$ cat src/rtl/cfg_boot_pkg.sv
package cfg_boot_pkg;

  typedef enum logic [2:0] {
    ST_IDLE,
    ST_FILL,
    ST_COMMIT,
    ST_HOLD,
    ST_FETCH_SE,
    ST_READY
  } boot_state_e;

endpackage

$ cat src/rtl/boot_fsm.sv
module boot_fsm
  import cfg_boot_pkg::*;
#(
  parameter int NWORDS    = 16,
  parameter int DELAY_CYC = 50000,
  localparam int AW = $clog2(NWORDS + 1),
  localparam int IW = $clog2(NWORDS),
  localparam int CW = $clog2(DELAY_CYC + 1)
) (
  input  logic          clk,
  input  logic          rst_n,
  input  logic          supply_ok,
  input  logic          reload_ok,
  output boot_state_e   state,
  output boot_state_e   state_nxt,
  output logic          nv_rd_en,
  output logic [AW-1:0] nv_addr,
  output logic          fill_we,
  output logic [IW-1:0] fill_idx,
  output logic          commit,
  output logic          se_cap
);

  logic [AW-1:0] iss_idx;
  logic          iss_en;
  logic          pend_v;
  logic [IW-1:0] pend_idx;
  logic [CW-1:0] dly_cnt;
  logic          se_pend;

  assign iss_en   = (state == ST_FILL) && (iss_idx < AW'(NWORDS));
  assign nv_rd_en = iss_en || (state == ST_FETCH_SE);
  assign nv_addr  = (state == ST_FETCH_SE) ? AW'(NWORDS) : iss_idx;
  assign fill_we  = pend_v && (state == ST_FILL);
  assign fill_idx = pend_idx;
  assign commit   = (state == ST_COMMIT);
  assign se_cap   = se_pend && (state == ST_READY);

  // next-state logic
  always_comb begin
    state_nxt = state;
    case (state)
      ST_IDLE:     if (supply_ok) state_nxt = ST_FILL;
      ST_FILL:     if (pend_v && pend_idx == IW'(NWORDS - 1)) state_nxt = ST_COMMIT;
      ST_COMMIT:   state_nxt = ST_HOLD;
      ST_HOLD:     if (dly_cnt == CW'(DELAY_CYC - 1)) state_nxt = ST_FETCH_SE;
      ST_FETCH_SE: state_nxt = ST_READY;
      ST_READY:    if (reload_ok) state_nxt = ST_FILL;
      default:     state_nxt = ST_IDLE;
    endcase
    if (!supply_ok) state_nxt = ST_IDLE;
  end

  // registers
  always_ff @(posedge clk or negedge rst_n) begin
    if (!rst_n) begin
      state    <= ST_IDLE;
      iss_idx  <= '0;
      pend_v   <= 1'b0;
      pend_idx <= '0;
      dly_cnt  <= '0;
      se_pend  <= 1'b0;
    end else begin
      state    <= state_nxt;
      if (state != ST_FILL) iss_idx <= '0;
      else if (iss_en)      iss_idx <= iss_idx + 1'b1;
      pend_v   <= iss_en;
      if (iss_en) pend_idx <= iss_idx[IW-1:0];
      if (state != ST_HOLD) dly_cnt <= '0;
      else                  dly_cnt <= dly_cnt + 1'b1;
      se_pend  <= (state == ST_FETCH_SE) && supply_ok;
    end
  end

endmodule

$ cat src/rtl/boot_latch_bank.sv
module boot_latch_bank #(
  parameter int NWORDS = 16,
  parameter int DW     = 8,
  localparam int IW = $clog2(NWORDS)
) (
  input  logic                 clk,
  input  logic                 rst_n,
  input  logic                 we,
  input  logic [IW-1:0]        widx,
  input  logic [DW-1:0]        wdata,
  input  logic                 commit,
  output logic [NWORDS*DW-1:0] active
);

  for (genvar g = 0; g < NWORDS; g++) begin : g_word
    logic [DW-1:0] stage_q;
    logic [DW-1:0] act_q;
    logic          stage_en;

    assign stage_en = we && (widx == IW'(g));

    always_ff @(posedge clk or negedge rst_n) begin
      if (!rst_n) begin
        stage_q <= '0;
        act_q   <= '0;
      end else begin
        if (stage_en) stage_q <= wdata;
        if (commit)   act_q   <= stage_q;
      end
    end

    assign active[g*DW +: DW] = act_q;
  end

endmodule

$ cat src/rtl/cfg_boot_seq.sv
module cfg_boot_seq
  import cfg_boot_pkg::*;
#(
  parameter int NWORDS = 16,
  parameter int DW     = 8,
  parameter int CLK_HZ = 100_000_000,
  localparam int AW        = $clog2(NWORDS + 1),
  localparam int IW        = $clog2(NWORDS),
  localparam int DELAY_CYC = CLK_HZ / 2000
) (
  input  logic                 clk,
  input  logic                 rst_n,
  input  logic                 supply_ok,
  input  logic                 host_reload,
  input  logic                 host_req,
  output logic                 host_ack,
  output logic                 host_nack,
  output logic                 nv_rd_en,
  output logic [AW-1:0]        nv_addr,
  input  logic [DW-1:0]        nv_rd_data,
  output logic [NWORDS*DW-1:0] cfg_active,
  output logic [DW-1:0]        se_def,
  output logic                 dl_busy,
  output logic                 dl_done,
  output logic                 pdo_weak_pd
);

  boot_state_e   st;
  boot_state_e   st_nxt;
  logic          fill_we;
  logic [IW-1:0] fill_idx;
  logic          commit;
  logic          se_cap;
  logic          cfg_ready;
  logic          done_nxt;

  boot_fsm #(.NWORDS(NWORDS), .DELAY_CYC(DELAY_CYC)) u_fsm (
    .clk       (clk),
    .rst_n     (rst_n),
    .supply_ok (supply_ok),
    .reload_ok (host_reload && dl_done),
    .state     (st),
    .state_nxt (st_nxt),
    .nv_rd_en  (nv_rd_en),
    .nv_addr   (nv_addr),
    .fill_we   (fill_we),
    .fill_idx  (fill_idx),
    .commit    (commit),
    .se_cap    (se_cap)
  );

  boot_latch_bank #(.NWORDS(NWORDS), .DW(DW)) u_bank (
    .clk    (clk),
    .rst_n  (rst_n),
    .we     (fill_we),
    .widx   (fill_idx),
    .wdata  (nv_rd_data),
    .commit (commit),
    .active (cfg_active)
  );

  assign done_nxt = (st_nxt == ST_READY) && (dl_done || se_cap);

  always_ff @(posedge clk or negedge rst_n) begin
    if (!rst_n) begin
      dl_done <= 1'b0;
      se_def  <= '0;
    end else begin
      dl_done <= done_nxt;
      if (se_cap) se_def <= nv_rd_data;
    end
  end

  assign cfg_ready   = (st == ST_HOLD) || (st == ST_FETCH_SE) || (st == ST_READY);
  assign host_ack    = host_req && cfg_ready;
  assign host_nack   = host_req && !cfg_ready;
  assign dl_busy     = (st != ST_IDLE) && !dl_done;
  assign pdo_weak_pd = !supply_ok;

endmodule

$ cat config.mk
export PLATFORM = sky130hd
export DESIGN_NAME = cfg_boot_seq
export DESIGN_NICKNAME = d
export VERILOG_FILES = /design/src/rtl/cfg_boot_pkg.sv /design/src/rtl/boot_fsm.sv /design/src/rtl/boot_latch_bank.sv /design/src/rtl/cfg_boot_seq.sv
export SDC_FILE = /design/constraint.sdc
export NUM_CORES = 1
export LEC_CHECK = 0
export BUFFER_PORTS_ARGS = -buffer_cell sky130_fd_sc_hd__buf_2
export CORE_ASPECT_RATIO = 0.9
export CORE_MARGIN = 2
export CORE_UTILIZATION = 60
export DETAILED_ROUTE_END_ITERATION = 8
export HOLD_SLACK_MARGIN = 0.05
export PLACE_DENSITY = 0.83
export SLEW_MARGIN = 30
export SYNTH_ARGS = -nofsm -noshare
export SYNTH_HDL_FRONTEND = slang
export SYNTH_SLANG_ARGS = --single-unit
$ cat constraint.sdc
create_clock -name clk -period 2.6 [get_ports clk]
set_input_delay 0.52 -clock clk [delete_from_list [all_inputs] [get_ports clk]]
set_output_delay 0.52 -clock clk [all_outputs]
set_load 0.02 [all_outputs]
==> qor.txt <==
================================================================================
Number of inserted diodes                                                      0
Transition time of the tightest slew-check pin                          0.594 ns
Synthesized area                                                       11400 um2
Die area                                                               20200 um2
Critical path data arrival time                                          1.91 ns
Average wire per standard cell                                           20.2 um
Worst setup margin                                                      0.173 ns
Period Utilization, post-route                                             0.934
Post-layout power                                                        9.92 mW
Sequential standard cell area                                           7380 um2
Worst ir drop on vdd                                                    0.562 mV
Instance count of the mapped netlist                                         732
Worst clock skew                                                      0.00979 ns
Power density cells                                                   734 nW/um2
P&R area growth vs syn                                                     18.1%
Clock tree sinks                                                             295
Global-route total usage across every layer                                0.242
Via count normalized by instance count                                      5.65
Kind of end point of the critical path                               output port
Top cell type by total area after synthesis                              dfrtp_1
Fraction of post-synthesis cell area in the top cell type by area          0.645
Async S/R FF share, synth                                                   1.00
Place WS                                                                0.494 ns
Number of H-tree levels                                                        1
Maximum number of buffers from clock root to sink                              3
Die Width                                                                 150 um
Pin count of the biggest net entering global routing                          75
Sort of element at the start of the critical path                       register
Boundary Pins                                                                160
Vias                                                                        6579
Shortest clock period the worst path allows after layout                 2.43 ns
Biggest area contributors in the synthesized netlist                dfrtp_1 64%, mux2_2 24%, mux2_1 2.4%, buf_4 1.1%, nor2_1 0.69%
Outcome                                                             finished, final reports clean
Yosys Warn Count                                                               0
Highest Clock Rate                                                       412 MHz
Total of buffers placed on input and output ports                            159
Post-layout instance count excluding filler cells                           1165
Total placed cells including tap cells                                      1113
Net count, final                                                             915
CTS tree                                                                     yes
Startpoint-to-endpoint class of the critical path                        reg2out
Count of antenna-violating nets left after detailed routing                    0
Predominant post-synthesis flop cell                                     dfrtp_1
Data required time at the worst endpoint                                 2.08 ns
Leakage power of the design                                              6.87 nW
Via count of the first global-routing pass                                  6776
Footprint of the multi-input gates                                      3850 um2
Number of remaining DRC errors                                                 0
Floorplan core area                                                    18500 um2
Routed wire length                                                      23600 um
Max-slew headroom                                                          0.602
Setup violators final                                                          0
Number of DRC markers in iteration 0                                         258
TritonCTS buffer count                                                        29
RSZ-0062 raised after global routing                                          no
Part of the Yosys area used for sequential elements                        0.645
Routability congestion estimate from global placement                      0.799
Number of nets produced by synthesis                                         747
Antenna violations before repair                                               0
Core occupancy in the finished layout                                      0.729
Number of storage elements in the synthesis netlist                          295
Average size of a mapped cell                                           15.6 um2
Standard-cell rows                                                            47
Final-layout fill cell count                                                1178
Total count of max-transition violations in the final report                   0
Yosys cell types                                                              43
CTS clk-pin slew, worst paths                                            0.06 ns
Gr ovfl total                                                                  0
Setup tns final                                                             0 ns
Top cells by instance count after synthesis                         295 x dfrtp_1, 242 x mux2_2, 24 x mux2_1, 21 x nor2_1, 17 x buf_4
Floorplan die height                                                      135 um
Hold Violations, Final                                                         0
Most repeated cell in the gate-level netlist after synthesis             dfrtp_1
Clock latency on the worst-skew pair                                     0.53 ns
Count of TritonRoute iterations in the first routing pass                      6
Effective utilization at floorplan                                         0.618
Post-synth EDFFs                                                               0
Share of cells above drive strength 1                                      0.515
Clock tree root buffer cell                                            clkbuf_16
First-pass GRT wire length                                              38000 um
Worst min-delay path class                                                in2reg
Max-cap violations                                                             0
Number of post-CTS setup repair buffers                                        0
Critical path peak fanout                                                      9
HPWL after DPL                                                          15000 um
================================================================================
[logic make-up (layout without fill, tap and decap cells)]
group / after synthesis / in the layout / share of synthesized area
xor+xnor: 14 / 14 / 0.0107
flops: 295 / 295 / 0.645
buf+inv: 39 / 227 / 0.0188
fa+ha+maj: 2 / 2 / 0.00219
compound gates: 16 / 16 / 0.00875
simple gates: 99 / 99 / 0.0520
mux: 267 / 267 / 0.263
[registers in the layout, indices dropped and copies added (netlist names)]
signal,cells
dl_done,1
se_def,8
u_bank.g_word.act_q,128
u_bank.g_word.stage_q,128
u_fsm.dly_cnt,16
u_fsm.fill_idx,4
u_fsm.iss_idx,5
u_fsm.pend_v,1
u_fsm.se_pend,1
u_fsm.state,3
[timing repair]
item                                    4_1_cts  5_1_grt
pin swaps                                     0        0
endpoints found under the setup margin        1        1
hold buffers                                  1        0
hold endpoints to repair                     67        0
resized for setup                             1        1
[per-stage QoR]
stage | hold WS, ns | area [um2]
floorplan | 0.224 | 11400
global placement | 0.465 | 12500
detailed placement | 0.468 | 12500
CTS | 0.271 | 13500
global route | 0.304 | 13500
finish | 0.288 | 13500
[report_power, final]
group / internal [mW] / switching [mW]
Combinational: 0.278 / 0.289
Clock: 2.59 / 1.68
Sequential: 4.91 / 0.168
Total: 7.78 / 2.14
[per-layer routing]
metal	vias to the layer above	track usage	share of wire
met1	3440	0.349	0.46
met2	175	0.386	0.47
li1	2930	-	-
met4	0	0.0540	0.019
met3	34	0.0503	0.056
met5	-	0	0
[path summary, 6_finish.rpt]
path	from	to	slack (ns)	depth (start not counted)
max in group asynchronous	rst_n	u_fsm.state[0]	1.33	3
max	u_fsm.state[1]	nv_addr[4]	0.17	4
min reg2reg	u_fsm.dly_cnt[0]	u_fsm.dly_cnt[0]	0.48	1
min in group asynchronous	rst_n	u_bank.g_word[2].act_q[4]	0.56	2
max reg2reg	u_fsm.state[1]	u_bank.g_word[13].act_q[5]	0.47	4
min	supply_ok	u_fsm.state[1]	0.29	3
[worst max-delay path: stages (launching register included)]
cell,delay (ns)
dfrtp_1,0.45
nand2b_1,0.28
nor2_1,0.31
or2_2,0.18
buf_2,0.16
[final cells by class]
type | count | area share
inverters | 5 | 0.00139
well taps | 245 | 0.0227
clock inverters | 8 | 0.0110
clock buffers | 43 | 0.0613
flip-flops and latches | 295 | 0.546
repair buffers | 171 | 0.0720
multi-input cells | 398 | 0.285
[cells in the final DEF, fill, tap and decap left out, drive strengths merged, types with 3 or more instances in the layout]
cell type	n
nand4b	3
clkbuf	43
inv	6
nor2b	8
nand2	19
nor3	8
nand3	6
and3	7
bufinv	4
o31ai	3
xor2	7
o21ai	4
a21oi	4
buf	170
dfrtp	295
nor2	23
or4	3
nand4	8
mux2	266
and2	3
xnor2	7
Power figures use the tool's default switching activity.
